===== src/rtl/mdio_pkg.sv =====
package mdio_pkg;
  localparam int unsigned WORD_W   = 32;
  localparam int unsigned DATA_W   = 16;
  localparam int unsigned PRE_BITS = 32;
  localparam int unsigned FRAME_N  = PRE_BITS + WORD_W;
  localparam int unsigned BIT_W    = $clog2(FRAME_N);
  // frame index where the master lets go of the line on a read
  localparam int unsigned REL_BIT  = PRE_BITS + WORD_W - DATA_W - 1;
  localparam int unsigned CAP_BIT  = PRE_BITS + WORD_W - DATA_W;
  localparam logic [1:0]  OP_READ  = 2'b10;

  function automatic logic is_read(input logic [WORD_W-1:0] w);
    return w[29:28] == OP_READ;
  endfunction
endpackage


===== src/rtl/mdio_clk_div.sv =====
module mdio_clk_div #(
  parameter int unsigned DIV_LO = 32,
  parameter int unsigned DIV_HI = 48
) (
  input  logic clk,
  input  logic rst_n,
  input  logic start,
  input  logic run,
  input  logic sel_hi,
  output logic mdc,
  output logic rise_tick,
  output logic wrap_tick
);
  localparam int unsigned CNT_W = $clog2(DIV_HI);

  logic [CNT_W-1:0] cnt_q, cnt_d, lim_m1, half;
  logic             sel_q, sel_d, mdc_q, mdc_d;

  always_comb begin
    sel_d  = start ? sel_hi : sel_q;
    lim_m1 = sel_q ? CNT_W'(DIV_HI - 1) : CNT_W'(DIV_LO - 1);
    half   = sel_q ? CNT_W'(DIV_HI / 2) : CNT_W'(DIV_LO / 2);
    if (start || !run)       cnt_d = '0;
    else if (cnt_q == lim_m1) cnt_d = '0;
    else                      cnt_d = cnt_q + 1'b1;
    mdc_d = run && !start && (cnt_d >= half);
  end

  always_ff @(posedge clk or negedge rst_n) begin
    if (!rst_n) begin
      cnt_q <= '0;
      sel_q <= 1'b0;
      mdc_q <= 1'b0;
    end else begin
      cnt_q <= cnt_d;
      sel_q <= sel_d;
      mdc_q <= mdc_d;
    end
  end

  assign mdc       = mdc_q;
  assign rise_tick = run && (cnt_q == half - 1'b1);
  assign wrap_tick = run && (cnt_q == lim_m1);

  a_r4_idle_low: assert property (@(posedge clk) disable iff (!rst_n)
    !run |=> !mdc_q);
endmodule


===== src/rtl/mdio_shifter.sv =====
module mdio_shifter
  import mdio_pkg::*;
(
  input  logic              clk,
  input  logic              rst_n,
  input  logic              start,
  input  logic [WORD_W-1:0] word,
  input  logic              rise_tick,
  input  logic              wrap_tick,
  input  logic              mdio_i,
  output logic              busy,
  output logic              done,
  output logic [DATA_W-1:0] cap_data,
  output logic              mdio_o,
  output logic              mdio_oe
);
  logic [BIT_W-1:0]  bit_q, bit_d;
  logic [DATA_W-1:0] cap_q, cap_d;
  logic              busy_q, busy_d, rd;
  logic [4:0]        pos;

  always_comb begin
    rd     = is_read(word);
    done   = busy_q && wrap_tick && (bit_q == BIT_W'(FRAME_N - 1));
    bit_d  = bit_q;
    cap_d  = cap_q;
    busy_d = busy_q;
    if (start) begin
      busy_d = 1'b1;
      bit_d  = '0;
      cap_d  = '0;
    end else if (busy_q) begin
      if (rise_tick && rd && bit_q >= BIT_W'(CAP_BIT))
        cap_d = {cap_q[DATA_W-2:0], mdio_i};
      if (done)           busy_d = 1'b0;
      else if (wrap_tick) bit_d  = bit_q + 1'b1;
    end
    pos = 5'(WORD_W - 1) - bit_q[4:0];
  end

  always_ff @(posedge clk or negedge rst_n) begin
    if (!rst_n) begin
      bit_q  <= '0;
      cap_q  <= '0;
      busy_q <= 1'b0;
    end else begin
      bit_q  <= bit_d;
      cap_q  <= cap_d;
      busy_q <= busy_d;
    end
  end

  assign busy     = busy_q;
  assign cap_data = cap_d;
  assign mdio_o   = (bit_q < BIT_W'(PRE_BITS)) ? 1'b1 : word[pos];
  assign mdio_oe  = busy_q && !(rd && bit_q >= BIT_W'(REL_BIT));

  // line released for the whole tail of a read frame
  a_r5_release: assert property (@(posedge clk) disable iff (!rst_n)
    (busy_q && rd && bit_q > BIT_W'(REL_BIT)) |-> !mdio_oe);
  a_r2_done_once: assert property (@(posedge clk) disable iff (!rst_n)
    done |=> !busy_q);
endmodule


===== src/rtl/mdio_mgmt_ctrl.sv =====
module mdio_mgmt_ctrl
  import mdio_pkg::*;
#(
  parameter int unsigned DIV_LO = 32,
  parameter int unsigned DIV_HI = 48
) (
  input  logic              clk,
  input  logic              rst_n,
  input  logic              port_en,
  input  logic [1:0]        div_sel,
  input  logic              wr_en,
  input  logic [WORD_W-1:0] wr_data,
  output logic [WORD_W-1:0] rd_data,
  output logic              idle,
  output logic              mdc,
  input  logic              mdio_i,
  output logic              mdio_o,
  output logic              mdio_oe
);
  logic [WORD_W-1:0] word_q, word_d;
  logic              pend_q, pend_d;
  logic              busy, done, start, rise_tick, wrap_tick;
  logic [DATA_W-1:0] cap_data;

  assign start = pend_q && port_en && !busy;

  always_comb begin
    word_d = word_q;
    pend_d = pend_q;
    if (start) pend_d = 1'b0;
    if (wr_en && !busy) begin
      word_d = wr_data;
      pend_d = 1'b1;
    end else if (done && is_read(word_q)) begin
      word_d[DATA_W-1:0] = cap_data;
    end
  end

  always_ff @(posedge clk or negedge rst_n) begin
    if (!rst_n) begin
      word_q <= '0;
      pend_q <= 1'b0;
    end else begin
      word_q <= word_d;
      pend_q <= pend_d;
    end
  end

  mdio_clk_div #(.DIV_LO(DIV_LO), .DIV_HI(DIV_HI)) u_div (
    .clk(clk), .rst_n(rst_n), .start(start), .run(busy),
    .sel_hi(div_sel == 2'd3), .mdc(mdc),
    .rise_tick(rise_tick), .wrap_tick(wrap_tick)
  );

  mdio_shifter u_shift (
    .clk(clk), .rst_n(rst_n), .start(start), .word(word_q),
    .rise_tick(rise_tick), .wrap_tick(wrap_tick), .mdio_i(mdio_i),
    .busy(busy), .done(done), .cap_data(cap_data),
    .mdio_o(mdio_o), .mdio_oe(mdio_oe)
  );

  assign rd_data = word_q;
  assign idle    = !busy;

  a_r7_fall_after_pend: assert property (@(posedge clk) disable iff (!rst_n)
    $fell(idle) |-> $past(pend_q));
  a_r8_word_held: assert property (@(posedge clk) disable iff (!rst_n)
    !idle |=> $stable(word_q[WORD_W-1:DATA_W]));
  a_r9_no_start_disabled: assert property (@(posedge clk) disable iff (!rst_n)
    (idle && !port_en) |=> idle);
  a_r3_change_low: assert property (@(posedge clk) disable iff (!rst_n)
    (!idle && !$stable(mdio_o)) |-> !mdc);
endmodule


===== config.mk =====
export PLATFORM = sky130hd
export DESIGN_NAME = mdio_mgmt_ctrl
export DESIGN_NICKNAME = d
export VERILOG_FILES = /design/src/rtl/mdio_pkg.sv /design/src/rtl/mdio_clk_div.sv /design/src/rtl/mdio_shifter.sv /design/src/rtl/mdio_mgmt_ctrl.sv
export SDC_FILE = /design/constraint.sdc
export NUM_CORES = 1
export LEC_CHECK = 0
export ABC_AREA = 0
export BUFFER_PORTS_ARGS = -buffer_cell sky130_fd_sc_hd__buf_2
export CAP_MARGIN = 20
export CORE_ASPECT_RATIO = 0.5
export CORE_MARGIN = 10
export CORE_UTILIZATION = 48
export DETAILED_ROUTE_END_ITERATION = 10
export HOLD_SLACK_MARGIN = 0.03
export PLACE_DENSITY = 0.75
export SLEW_MARGIN = 10
export SYNTH_ARGS = -nofsm -noshare
export SYNTH_HDL_FRONTEND = slang
export SYNTH_SLANG_ARGS = --single-unit

===== constraint.sdc =====
create_clock -name clk -period 2.04 [get_ports clk]
set_input_delay 0.204 -clock clk [delete_from_list [all_inputs] [get_ports clk]]
set_output_delay 0.204 -clock clk [all_outputs]
set_load 0.03 [all_outputs]

---- Word-level counts from Yosys, hierarchy flattened ----
Cells that the tools add are included.
storage, ports and cells
  register bits ........................... 64
  bits of input ports ..................... 39
  output and inout port bits .............. 36
  word-level logic and storage cells ...... 68
operators by class
  add/subtract/negate cells ............... 4
  $lt $le $gt $ge ......................... 5
  equality and inequality tests ........... 6
  multiplexer cells ....................... 21
  reduce and logical (&&, ||, !) cells .... 23
operators with widths
  cell                 count
  $mux 16              5
  $mux 6               7
  $logic_and 1x1->1    14
  $add 6x1->6 const B  2
  $eq 6x6->1           2
  $ge 6x6->1 const B   2
  $reduce_bool 2->1    4
  $mux 1               7
  $eq 6x6->1 const B   1
  $ge 6x6->1           1
  $lt 5x6->1 const B   1
  $lt 6x6->1 const B   1
  $sub 6x1->6 const B  1
  $bmux 1 s5           1
  $sub 5x5->5 const A  1
  $eq 2x2->1 const B   2
  $mux 4               1
  $logic_not 1->1      3
  $reduce_and 3->1     1
  $ne 2x1->1 const B   1
  $logic_or 1x1->1     1

---- Depth between registers and ports, before layout ----
  depth after elaboration ................. 11
  mapped depth ............................ 11
  depth with buffers taken out ............ 10

---- Modules after synthesis ----
Synthesis repeated with hierarchy kept, for this count alone.
second synthesis, totals
  cell total of the unflattened synthesis .. 253
  area total of the unflattened synthesis .. 3328.2 um^2
by module, submodules not included
  module          instances  cells each  area an instance (um^2)  seq. area each (um^2)
  mdio_mgmt_ctrl  1          95          1567.8                   825.8
  mdio_shifter    1          116         1320.0                   575.6
  mdio_clk_div    1          42          440.4                    200.2

---- Least setup slack after synthesis ----
No wires, ideal clock.
  path type ............................... flip-flop to output port
  start ................................... register u_shift.bit_q[0]
  end ..................................... output mdio_o
  arrival time ............................ 2276 ps
  required time ........................... 1836 ps
  slack ................................... -440 ps
  stages on the path, launching flop included .. 7
  path buffers ............................ 2
  cell sequence ........................... dfrtp_1 > buf_2 > buf_2 > mux2i_1 > a22oi_1 > a211oi_1 > o41ai_1
on the way
  cells in the longest elaborated chain, start to end .. 4
  elaborated cells between the ends (all ways) .. 5
  those cells by class .................... add/sub (1); order compare (1); mux (3)
ends and longest elaborated chain
  element                       RTL line              RTL
  start: declaration            mdio_shifter.sv:17    logic [BIT_W-1:0] bit_q, bit_d;
  start signal: assignment      mdio_shifter.sv:47    bit_q <= bit_d;
  $sub 5x5->5                   mdio_shifter.sv:38    pos = 5'(WORD_W - 1) - bit_q[4:0];
  $bmux 1 s5                    mdio_shifter.sv:55    assign mdio_o = (bit_q < BIT_W'(PRE_BITS)) ? 1'b1 : word[pos];
  $mux 1 (implied by the code)  mdio_shifter.sv:55
  $mux 1 *                      mdio_shifter.sv:55
  end: declaration              mdio_mgmt_ctrl.sv:17  output logic mdio_o,
Every way passes the cells marked *; elsewhere a longest branch is shown, timed or not. The select of a mux whose other input is x is not followed.

---- Final worst setup path ----
Ends and elaborated chain as after synthesis.

==> results.sh <==
export IMPL_maxCapViolations=0
export IMPL_reg2regPathDepth=10
export IMPL_grt_pass1_wl_um=14200
export IMPL_critical_path_top_delay_family="compound AO/OA/AOI/OAI gates"
export IMPL_slew_headroom=0.632
export IMPL_crit_buf_inv=2
export IMPL_synth_seq_cells=64
export IMPL_setup_viol=1
export IMPL_io_pins=75
export IMPL_worst_setup_path_type="reg2out"
export IMPL_status="complete, but fails checks"
export IMPL_antenna_found_initial=0
export IMPL_crit_cells=6
export IMPL_synth_ff_type="dfrtp_1"
export IMPL_worst_pin_slew_ps=551
export IMPL_grt_pass1_vias=2754
export IMPL_clock_skew_ps=6.18
export IMPL_layout_drive_gt1_share=0.427
export IMPL_hp_class="in2reg"
export IMPL_cts_sinks=64
export IMPL_r2r_start="u_div.cnt_q[4]$_DFF_PN0_"
export IMPL_synth_distinct_cells=47
export IMPL_p_leak_nw=2.00
export IMPL_async_flop_share=1.00
export IMPL_syn_inst=287
export IMPL_clk_pin_slew_ps=50
export IMPL_cp_arrival_ps=1970
export IMPL_post_synth_top_area_cell="dfrtp_1"
export IMPL_ir_drop_mv=0.361
export IMPL_crit_path_max_incr_delay_ps=410
export IMPL_dp_hpwl_um=6150
export IMPL_seq_area_frac_synth=0.497
export IMPL_yosysWarnings=0
export IMPL_fillCellCount=477
export IMPL_cp_end_kind="primary output"
export IMPL_max_freq_mhz=460
export IMPL_violations="negative setup slack"
export IMPL_die_h_um=77.9
export IMPL_synth_nets=329
export IMPL_diodes=0
export IMPL_grt_overflow=0
export IMPL_drt_initial_drc_count=217
export IMPL_final_cell_mix="72 x buf_2, 64 x dfrtp_1, 28 x mux2i_1, 27 x nor2_1, 26 x nand2_1"
export IMPL_synth_edff_count=0
export IMPL_path_max_fanout=19
export IMPL_firstDrtPassIters=5
export IMPL_dieArea_sq_um=10600
export IMPL_synth_area_per_cell_sq_um=11.2
export IMPL_start_kind="register"
export IMPL_cts_tree="built"
export IMPL_crit_path_cell_trace="buf_12 > mux2i_1 > a22oi_1 > a21boi_1 > o41ai_2 > buf_4"
export IMPL_final_max_slew_viol_count=0
export IMPL_core_sq_um=6280
export IMPL_placed_cell_area_sq_um=3770
export IMPL_gp_congestion=0.896
export IMPL_syn_area_sq_um=3220
export IMPL_wl_um=8690
export IMPL_htreeDepth=3
export IMPL_whs_ps=87.9
export IMPL_layout_setup_ws_ps=-133
export IMPL_drtAntennaViolNets=0
export IMPL_cts_buffers=9
export IMPL_powerDensity_nw_per_um2=707
export IMPL_rrSetupSlack_ps=20
export IMPL_place_port_buffers=74
export IMPL_fin_area_sq_um=4200
export IMPL_rsz0062_at_grt="true"
export IMPL_cts_root_buf="clkbuf_16"
export IMPL_cts_buffer_depth=2
export IMPL_place_ws_ps=17.6
export IMPL_final_common_cell="buf_2"
export IMPL_wl_per_cell_um=18.4
export IMPL_endpoint="mdio_o"
export IMPL_yosysTopAreaCellShare=0.497
export IMPL_critPathLaunch="u_shift.bit_q[0]$_DFFE_PN0P_"
export IMPL_initial_utilization=0.513
export IMPL_via_count=2569
export IMPL_fin_crit_sh=1.06
export IMPL_synth_area_top_cells="dfrtp_1 50%, mux2i_1 10%, mux2_2 5.9%"
export IMPL_nets=421
export IMPL_die_w_um=136
export IMPL_total_power_mw=2.97
export IMPL_insertion_delay_ps=330
export IMPL_area_growth_pct=30.5
export IMPL_drc=0
export IMPL_hold_viol=0
export IMPL_vias_per_cell=5.44
export IMPL_cp_data_required_time_ps=1840
export IMPL_reg2reg_to="u_div.mdc$_DFF_PN0_"
export IMPL_crit_slowest_cell="dfrtp_1"
export IMPL_grt_max_degree=33
export IMPL_fin_crit_ps=2170
export IMPL_post_route_util=0.669
export IMPL_core_rowCount=20
export IMPL_grt_usage=0.166
metrics by stage:
step | setup TNS [ps] | cells
after floorplan | -1220 | 287
after global placement | 0 | 447
after detailed placement | 0 | 447
after CTS | -115 | 466
after global routing | -364 | 472
final | -133 | 472
what timing repair did:
item | CTS | global route
buffers inserted | 2 | 6
endpoints found under the setup margin | 2 | 20
hold buffers | 1 | 0
pin swaps | 2 | 7
gates cloned | 0 | 0
hold endpoints to repair | 22 | 0
gates resized for setup | 2 | 15
sequential cells by signal, summed over array words and instances, names as in the netlist:
| name | cells |
|---|---|
| rd_data | 32 |
| u_shift.cap_q | 16 |
| u_div.cnt_q | 6 |
| u_shift.bit_q | 6 |
| pend_q | 1 |
| u_div.mdc | 1 |
| u_div.sel_q | 1 |
| u_shift.busy | 1 |
worst min-delay path by stage:
stage	startpoint	endpoint	slack (ps)	cells past startpoint
after detailed placement	rst_n	rd_data[9]$_DFFE_PN0P_	220	1
after global routing	wr_data[6]	rd_data[6]$_DFFE_PN0P_	90	3
after floorplan	rst_n	pend_q$_DFFE_PN0P_	-90	0
final	wr_data[11]	rd_data[11]$_DFFE_PN0P_	90	3
after global placement	rst_n	rd_data[8]$_DFFE_PN0P_	200	1
after CTS	wr_data[11]	rd_data[11]$_DFFE_PN0P_	80	3
synthesized netlist by cell type (2+ instances only):
| cell type | n |
|---|---|
| o21ai_0 | 3 |
| clkbuf_1 | 7 |
| nand3_1 | 3 |
| nor2b_1 | 3 |
| ha_1 | 3 |
| mux2i_1 | 33 |
| a311oi_1 | 3 |
| o221ai_2 | 10 |
| xor2_1 | 2 |
| o221ai_1 | 6 |
| a31o_2 | 3 |
| buf_6 | 2 |
| mux2_2 | 17 |
| and3_1 | 4 |
| buf_2 | 3 |
| nor2_1 | 27 |
| nand2_1 | 27 |
| inv_1 | 25 |
| xnor2_1 | 2 |
| and2_1 | 3 |
| a211oi_1 | 4 |
| or2_2 | 2 |
| dfrtp_1 | 64 |
| a22oi_1 | 8 |
per-layer routing:
layer / global-route usage / vias up / routed length, um
met1: 0.197 / 1276 / 3700
met2: 0.282 / 75 / 4370
met3: 0.0508 / 9 / 528
met5: 0 / - / 0
met4: 0.0518 / 0 / 95
li1: - / 1209 / -
cell families (layout without fill, tap and decap cells):
group,count (synthesis),after routing,share of synthesized area
adders and majority gates,3,3,0.0117
and+or+nand+nor,78,78,0.114
AOI/OAI and AO/OA,48,48,0.146
buffers and inverters,40,137,0.0579
DFF,64,64,0.497
muxes,50,50,0.162
xor gates and xnor gates,4,4,0.0109
where the power goes:
part / internal (mW) / switching, mW
registers: 1.29 / 0.0142
clock network: 0.976 / 0.539
logic: 0.0598 / 0.0932
cell type report:
type | count | area [sq um] | share of cell area
clock inverter | 5 | 56.3 | 0.0134
inverter | 25 | 93.8 | 0.0223
timing repair buffer | 96 | 584 | 0.139
tap | 88 | 110 | 0.0262
sequential | 64 | 1600 | 0.381
clock buffer | 11 | 243 | 0.0577
multi-input combinational | 183 | 1520 | 0.360
tightest hold or removal path: stages:
cell	delay [ps]
buf_2	80
nand2_1	50
o221ai_2	50
Note: power is estimated with default switching activity, not from simulation.
